--- src/rtl/extirq_pkg.sv ---
package extirq_pkg;
  // fixed byte offsets of the register windows
  localparam int unsigned PEND_OFS = 'h080;
  localparam int unsigned CTX_OFS  = 'h100;

  // word selector inside one target's 16-byte window
  typedef enum logic [1:0] {
    CREG_ENABLE = 2'd0,
    CREG_THRESH = 2'd1,
    CREG_CLAIM  = 2'd2,
    CREG_NONE   = 2'd3
  } ctx_reg_e;
endpackage

--- src/rtl/extirq_gateway.sv ---
// Per-source request capture: input register, pending and in-service state.
module extirq_gateway (
  input  logic clk_i,
  input  logic rst_i,
  input  logic level_i,
  input  logic take_i,
  input  logic done_i,
  output logic pend_o,
  output logic insvc_o
);
  logic sync_q, pend_q, insvc_q;

  always_ff @(posedge clk_i) begin
    if (rst_i) begin
      sync_q  <= 1'b0;
      pend_q  <= 1'b0;
      insvc_q <= 1'b0;
    end else begin
      sync_q <= level_i;
      if (take_i) begin
        pend_q  <= 1'b0;
        insvc_q <= 1'b1;
      end else begin
        if (sync_q && !insvc_q && !pend_q) pend_q <= 1'b1;
        if (done_i) insvc_q <= 1'b0;
      end
    end
  end

  assign pend_o  = pend_q;
  assign insvc_o = insvc_q;
endmodule

--- src/rtl/extirq_select.sv ---
// Picks the best eligible source for one target; lower id wins ties.
module extirq_select #(
  parameter int NUM_SRC = 7,
  parameter int PRIO_W  = 3,
  parameter int ID_W    = 3
) (
  input  logic [NUM_SRC:1][PRIO_W-1:0] prio_i,
  input  logic [NUM_SRC:1]             pend_i,
  input  logic [NUM_SRC:1]             en_i,
  input  logic [PRIO_W-1:0]            thr_i,
  output logic [ID_W-1:0]              best_o
);
  logic [PRIO_W-1:0] top;

  always_comb begin
    best_o = '0;
    top    = '0;
    // descending scan with >= leaves the lowest id among equals
    for (int s = NUM_SRC; s >= 1; s--) begin
      if (pend_i[s] && en_i[s] && (prio_i[s] > thr_i) &&
          ((best_o == '0) || (prio_i[s] >= top))) begin
        best_o = ID_W'(s);
        top    = prio_i[s];
      end
    end
  end
endmodule

--- src/rtl/extirq_target.sv ---
// One interrupt target: enable bits, threshold, claim ownership, line.
module extirq_target
  import extirq_pkg::*;
#(
  parameter int NUM_SRC = 7,
  parameter int PRIO_W  = 3,
  parameter int ID_W    = 3
) (
  input  logic               clk_i,
  input  logic               rst_i,
  input  logic               sel_i,
  input  logic               wr_i,
  input  ctx_reg_e           reg_i,
  input  logic [31:0]        wdata_i,
  input  logic [ID_W-1:0]    best_i,
  input  logic               hold_i,
  output logic [NUM_SRC:1]   en_o,
  output logic [PRIO_W-1:0]  thr_o,
  output logic [ID_W-1:0]    offer_o,
  output logic               take_o,
  output logic [ID_W-1:0]    owned_o,
  output logic               done_o,
  output logic               irq_o
);
  logic [NUM_SRC:1]  en_q;
  logic [PRIO_W-1:0] thr_q;
  logic [ID_W-1:0]   own_q;
  logic              irq_q;

  assign offer_o = (own_q == '0) ? best_i : '0;
  assign take_o  = sel_i && !wr_i && (reg_i == CREG_CLAIM) && (offer_o != '0);
  assign done_o  = sel_i && wr_i && (reg_i == CREG_CLAIM) && (own_q != '0) &&
                   (wdata_i == 32'(own_q));

  always_ff @(posedge clk_i) begin
    if (rst_i) begin
      en_q  <= '0;
      thr_q <= '0;
      own_q <= '0;
      irq_q <= 1'b0;
    end else begin
      if (sel_i && wr_i && (reg_i == CREG_ENABLE)) en_q  <= wdata_i[NUM_SRC:1];
      if (sel_i && wr_i && (reg_i == CREG_THRESH)) thr_q <= wdata_i[PRIO_W-1:0];
      if (take_o)      own_q <= best_i;
      else if (done_o) own_q <= '0;
      irq_q <= (best_i != '0) && !hold_i;
    end
  end

  assign en_o    = en_q;
  assign thr_o   = thr_q;
  assign owned_o = own_q;
  assign irq_o   = irq_q;
endmodule

--- src/rtl/extirq_router.sv ---
module extirq_router
  import extirq_pkg::*;
#(
  parameter int NUM_SRC  = 7,
  parameter int NUM_HART = 2,
  parameter int PRIO_W   = 3,
  parameter int ADDR_W   = 12
) (
  input  logic                  clk_i,
  input  logic                  rst_i,
  input  logic [NUM_SRC-1:0]    src_i,
  input  logic                  req_valid_i,
  output logic                  req_ready_o,
  input  logic                  req_write_i,
  input  logic [ADDR_W-1:0]     req_addr_i,
  input  logic [31:0]           req_wdata_i,
  output logic                  rsp_valid_o,
  input  logic                  rsp_ready_i,
  output logic [31:0]           rsp_rdata_o,
  output logic [2*NUM_HART-1:0] irq_o
);
  localparam int NUM_CTX = 2 * NUM_HART;
  localparam int ID_W    = $clog2(NUM_SRC + 1);
  localparam int CIDX_W  = ADDR_W - 4;

  // ---------------- bus handshake ----------------
  logic        rsp_valid_q;
  logic [31:0] rsp_data_q;
  logic        accept;
  logic [31:0] rdata;

  assign req_ready_o = !rsp_valid_q || rsp_ready_i;
  assign accept      = req_valid_i && req_ready_o;

  // ---------------- address decode ----------------
  logic [4:0]        src_sel;
  logic              prio_hit, pend_hit, ctx_hit;
  logic [ADDR_W-1:0] ctx_rel;
  logic [CIDX_W-1:0] ctx_num;
  ctx_reg_e          ctx_reg;

  assign src_sel  = req_addr_i[6:2];
  assign prio_hit = (req_addr_i[ADDR_W-1:7] == '0) && (req_addr_i[1:0] == 2'b00) &&
                    (src_sel != 5'd0) && (src_sel <= 5'(NUM_SRC));
  assign pend_hit = (req_addr_i == ADDR_W'(PEND_OFS));
  assign ctx_rel  = req_addr_i - ADDR_W'(CTX_OFS);
  assign ctx_num  = ctx_rel[ADDR_W-1:4];
  assign ctx_reg  = ctx_reg_e'(ctx_rel[3:2]);
  assign ctx_hit  = (req_addr_i >= ADDR_W'(CTX_OFS)) && (ctx_num < CIDX_W'(NUM_CTX)) &&
                    (ctx_rel[1:0] == 2'b00) && (ctx_reg != CREG_NONE);

  // ---------------- source priorities ----------------
  logic [NUM_SRC:1][PRIO_W-1:0] prio_q;

  always_ff @(posedge clk_i) begin
    if (rst_i) begin
      prio_q <= '0;
    end else begin
      for (int s = 1; s <= NUM_SRC; s++) begin
        if (accept && req_write_i && prio_hit && (src_sel == 5'(s)))
          prio_q[s] <= req_wdata_i[PRIO_W-1:0];
      end
    end
  end

  // ---------------- per-source gateways ----------------
  logic [NUM_SRC:1] pend, insvc, take_src, done_src;

  for (genvar s = 1; s <= NUM_SRC; s++) begin : g_src
    extirq_gateway u_gw (
      .clk_i   (clk_i),
      .rst_i   (rst_i),
      .level_i (src_i[s-1]),
      .take_i  (take_src[s]),
      .done_i  (done_src[s]),
      .pend_o  (pend[s]),
      .insvc_o (insvc[s])
    );
  end

  // ---------------- per-target state ----------------
  logic [NUM_CTX-1:0][NUM_SRC:1]  en;
  logic [NUM_CTX-1:0][PRIO_W-1:0] thr;
  logic [NUM_CTX-1:0][ID_W-1:0]   best, offer, claim_id;
  logic [NUM_CTX-1:0]             take, done;
  logic [NUM_HART-1:0]            hart_busy;

  for (genvar h = 0; h < NUM_HART; h++) begin : g_hart
    assign hart_busy[h] = (claim_id[2*h] != '0) || (claim_id[2*h+1] != '0);
  end

  for (genvar c = 0; c < NUM_CTX; c++) begin : g_ctx
    logic sel;
    assign sel = accept && ctx_hit && (ctx_num == CIDX_W'(c));

    extirq_select #(.NUM_SRC(NUM_SRC), .PRIO_W(PRIO_W), .ID_W(ID_W)) u_sel (
      .prio_i (prio_q),
      .pend_i (pend),
      .en_i   (en[c]),
      .thr_i  (thr[c]),
      .best_o (best[c])
    );

    extirq_target #(.NUM_SRC(NUM_SRC), .PRIO_W(PRIO_W), .ID_W(ID_W)) u_tgt (
      .clk_i   (clk_i),
      .rst_i   (rst_i),
      .sel_i   (sel),
      .wr_i    (req_write_i),
      .reg_i   (ctx_reg),
      .wdata_i (req_wdata_i),
      .best_i  (best[c]),
      .hold_i  (hart_busy[c/2]),
      .en_o    (en[c]),
      .thr_o   (thr[c]),
      .offer_o (offer[c]),
      .take_o  (take[c]),
      .owned_o (claim_id[c]),
      .done_o  (done[c]),
      .irq_o   (irq_o[c])
    );
  end

  // route claim/complete events back to the owning source
  always_comb begin
    take_src = '0;
    done_src = '0;
    for (int s = 1; s <= NUM_SRC; s++) begin
      for (int c = 0; c < NUM_CTX; c++) begin
        if (take[c] && (offer[c] == ID_W'(s)))    take_src[s] = 1'b1;
        if (done[c] && (claim_id[c] == ID_W'(s))) done_src[s] = 1'b1;
      end
    end
  end

  // ---------------- read data ----------------
  always_comb begin
    rdata = '0;
    if (prio_hit) begin
      for (int s = 1; s <= NUM_SRC; s++)
        if (src_sel == 5'(s)) rdata = 32'(prio_q[s]);
    end else if (pend_hit) begin
      rdata = 32'({pend, 1'b0});
    end else if (ctx_hit) begin
      for (int c = 0; c < NUM_CTX; c++) begin
        if (ctx_num == CIDX_W'(c)) begin
          case (ctx_reg)
            CREG_ENABLE: rdata = 32'({en[c], 1'b0});
            CREG_THRESH: rdata = 32'(thr[c]);
            CREG_CLAIM:  rdata = 32'(offer[c]);
            default:     rdata = '0;
          endcase
        end
      end
    end
  end

  always_ff @(posedge clk_i) begin
    if (rst_i) begin
      rsp_valid_q <= 1'b0;
      rsp_data_q  <= '0;
    end else if (accept) begin
      rsp_valid_q <= 1'b1;
      rsp_data_q  <= req_write_i ? '0 : rdata;
    end else if (rsp_ready_i) begin
      rsp_valid_q <= 1'b0;
    end
  end

  assign rsp_valid_o = rsp_valid_q;
  assign rsp_rdata_o = rsp_data_q;
endmodule

--- config.mk ---
export PLATFORM = sky130hd
export DESIGN_NAME = extirq_router
export DESIGN_NICKNAME = d
export VERILOG_FILES = /design/src/rtl/extirq_pkg.sv /design/src/rtl/extirq_gateway.sv /design/src/rtl/extirq_select.sv /design/src/rtl/extirq_target.sv /design/src/rtl/extirq_router.sv
export SDC_FILE = /design/constraint.sdc
export NUM_CORES = 1
export LEC_CHECK = 0
export ABC_CLOCK_PERIOD_IN_PS = 12980
export BUFFER_PORTS_ARGS = -buffer_cell sky130_fd_sc_hd__buf_4
export CORE_UTILIZATION = 41
export DETAILED_ROUTE_END_ITERATION = 10
export REMOVE_ABC_BUFFERS = 1
export SLEW_MARGIN = 5
export SYNTH_ARGS = -nofsm -noshare
export SYNTH_HDL_FRONTEND = slang
export SYNTH_SLANG_ARGS = --single-unit
--- constraint.sdc ---
create_clock -name clk_i -period 12.98 [get_ports clk_i]
set_input_delay 2.596 -clock clk_i [delete_from_list [all_inputs] [get_ports clk_i]]
set_output_delay 2.596 -clock clk_i [all_outputs]
set_load 0.01 [all_outputs]
==> metrics.csv <==
metric,value,unit
GRT overflow,0,
Ports,94,
Die Height,163,um
cts repair resizes,0,
Clock Tree Root,clkbuf_16,
largest net degree at the start of global routing,79,
routability cong.,0.981,
PortBufs,69,
Crit Path Class,flip-flop to flip-flop,
HP Start,rsp_rdata_o[2],
total clock sinks,107,
CTS tree,built,
Slew headroom,36.7,%
first-pass GRT wire length,58200,um
R2R cell count,46,
DR iter-0 viols,1090,
postcts setup bufs,0,
mean routed wirelength per cell,22.4,um
Total Wirelength,38700,um
FF-to-FF setup slack,1.45,ns
die area,0.0265,sq mm
min cycle time layout,11.53,ns
initial antenna violation count,0,
fin nets,1602,
worst-case clock buffer depth,2,
crit end category,flip-flop,
"flops & latches, synth",107,
"EDFF count, synth",0,
Critical R2R Launch,prio_q[20],
area grow syn2layout,9.78,%
share of cells above drive strength 1,10.7,%
Hold Path Sink,rsp_rdata_o[2],
Worst-Margin Slew,0.946,ns
"Clk Latency, worst-skew pair",0.37,ns
max-slew violations,0,
Worst Hold Path Cells,1,
Avg Vias per Cell,6.08,
Final Core Density,46.0,%
Fmax achieved,0.0867,GHz
H-Tree Level Count,3,
Pwr Total,0.000683,W
Detail Route Antenna Nets,0,
TNS Setup,0,ns
initial core utilization,41.9,%
async set-or-reset flop fraction in the synthesized netlist,0,%
DRC Markers,0,
WL met2,17200,um
CTS Hold Bufs,0,
Setup WS post-layout,1.45,ns
Fill cells,2523,
Mapped Area,0.0106,sq mm
endpoints failing setup,0,
max cap viols,0,
Vias,10500,
Mapped Cells,1349,
chip width,163,um
"Data required, critical path",13.20,ns
Lkg Pwr,4.40,nW
uppermost layer routed,met4,
clock-pin slew on the worst setup and hold paths,0.09,ns
Pwr Density,58.8,mW/mm^2
synth warn,0,
unrepaired setup endpoints after global routing,false,
GRT Util Overall,29.2,%
Final Hold Fails,0,
CP Launch Type,flip-flop,
Worst EP arrival,11.75,ns
Worst Clk Skew,0.0132,ns
top_reg_cell synth,dfxtp_1,
met3 WL,3350,um
slowest CP cell,dfxtp_1,
antenna cell count,0,
sequential fraction of the synthesis area,20.2,%
Post-DP HPWL,29900,um
Core ar.,0.0253,sq mm
Final period util,88.8,%
dpl ws,1.63,ns
CTS Buf Count,9,
number of global-route vias before repair,9618,
VDD IR max,0.0580,mV
status,"complete, no violations",
crit-path max cell delay,0.73,ns
drt pass-1 iters,6,
Yosys cell types,74,
row count,58,
reg2reg end,g_src[4].u_gw.pend_o,
Worst Hold Class,flip-flop to flip-flop,
Worst Path Max Fanout,14,
Mean Syn Cell Area,7.85,sq um
Met1 Wirelength,16700,um
-- where the power goes --
part | switching [W] | internal [W] | total, W
Sequential | 0.00000595 | 0.000331 | 0.000337
Clock | 0.000153 | 0.000142 | 0.000294
Combinational | 0.0000331 | 0.0000192 | 0.0000523
-- how the worst max path moves through the flow --
| stage | end | slack (ns) | from |
|---|---|---|---|
| 2_1_floorplan | g_src[4].u_gw.pend_o | 3.17 | prio_q[19] |
| 6_report | g_src[4].u_gw.pend_o | 1.45 | prio_q[20] |
| 4_1_cts | g_src[4].u_gw.pend_o | 1.54 | prio_q[20] |
| 3_3_place_gp | g_src[4].u_gw.pend_o | 1.74 | prio_q[20] |
| 5_1_grt | g_src[4].u_gw.pend_o | 0.67 | prio_q[20] |
| 3_5_place_dp | g_src[4].u_gw.pend_o | 1.63 | prio_q[20] |
-- cells in the mapped netlist (29+ instances only) --
| library cell | number | area share [%] |
|---|---|---|
| nor3_1 | 42 | 2.0 |
| o21ai_0 | 53 | 2.5 |
| a21oi_1 | 91 | 4.3 |
| ha_1 | 156 | 18 |
| nor2b_1 | 47 | 2.8 |
| nand3_1 | 29 | 1.4 |
| dfxtp_1 | 107 | 20 |
| nand2_1 | 92 | 3.3 |
| nor2_1 | 168 | 6.0 |
| mux2i_1 | 64 | 6.0 |
| inv_1 | 64 | 2.3 |
| clkbuf_1 | 36 | 1.3 |
| mux2_2 | 31 | 3.3 |
| nand2b_1 | 29 | 1.7 |
-- flip-flops by register name (all words and copies together), names as in the netlist --
name                 flops
g_src.u_gw.pend_o        7
rsp_rdata_o              8
g_ctx.u_tgt.owned_o     12
g_ctx.u_tgt.irq_o        4
prio_q                  21
rsp_valid_o              1
g_ctx.u_tgt.en_o        28
g_src.u_gw.insvc_o       7
g_src.u_gw.sync_q        7
g_ctx.u_tgt.thr_o       12
-- layout make-up --
type	instances	area, sq um	area share [%]
multi-input cells	1126	7910	68.0
flip-flops and latches	107	2140	18.4
repair buffers	82	616	5.29
well taps	330	413	3.55
inverters	64	240	2.07
clock buffers	10	239	2.06
clock inverters	6	67.6	0.581
-- cells by family (layout without fill, tap and decap cells) --
group	after synthesis	after routing	share of synthesized area, %
XOR/XNOR	8	8	0.662
AO/OA/AOI/OAI	328	328	20.7
buffers and inverters	139	162	5.97
flip-flops	107	107	20.2
multiplexers	97	97	9.77
adder cells (fa/ha/maj)	156	156	18.4
AND/OR/NAND/NOR	513	513	24.2
other	1	24	0.0354
-- metal layers --
metal | track usage, % | up-vias
li1 | - | 4998
met1 | 38.8 | 4911
met2 | 46.2 | 493
met3 | 6.19 | 80
met4 | 11.0 | 0
met5 | 0 | -
-- cell usage in the layout, fill, tap and decap left out, drive strengths merged, types with 21 or more instances in the layout --
master	instances
dfxtp	107
mux2	31
buf	82
conb	24
a21oi	93
a31oi	21
nor2b	47
o21ai	55
inv	67
nor3	42
ha	156
a21o	24
mux2i	64
nand2b	29
nor2	168
nand3	30
nand2	92
-- critical path, delay by kind of cell (launching register included) --
kind	cells	cell delay (ns)
DFF	1	0.73
adders and majority gates	7	1.92
buffers and inverters	1	0.07
muxes	3	0.94
and+or+nand+nor	15	3.52
AOI/OAI and AO/OA	20	4.20
-- per-stage QoR --
stage                     cells  hold WS (ns)  cell area (sq um)
after floorplan            1297         0.440              10300
after global placement     1709         0.460              11300
after detailed placement   1709         0.466              11300
after CTS                  1725         0.484              11600
after global routing       1725         0.508              11600
final                      1725         0.479              11600
(Power assumes the default switching activity.)
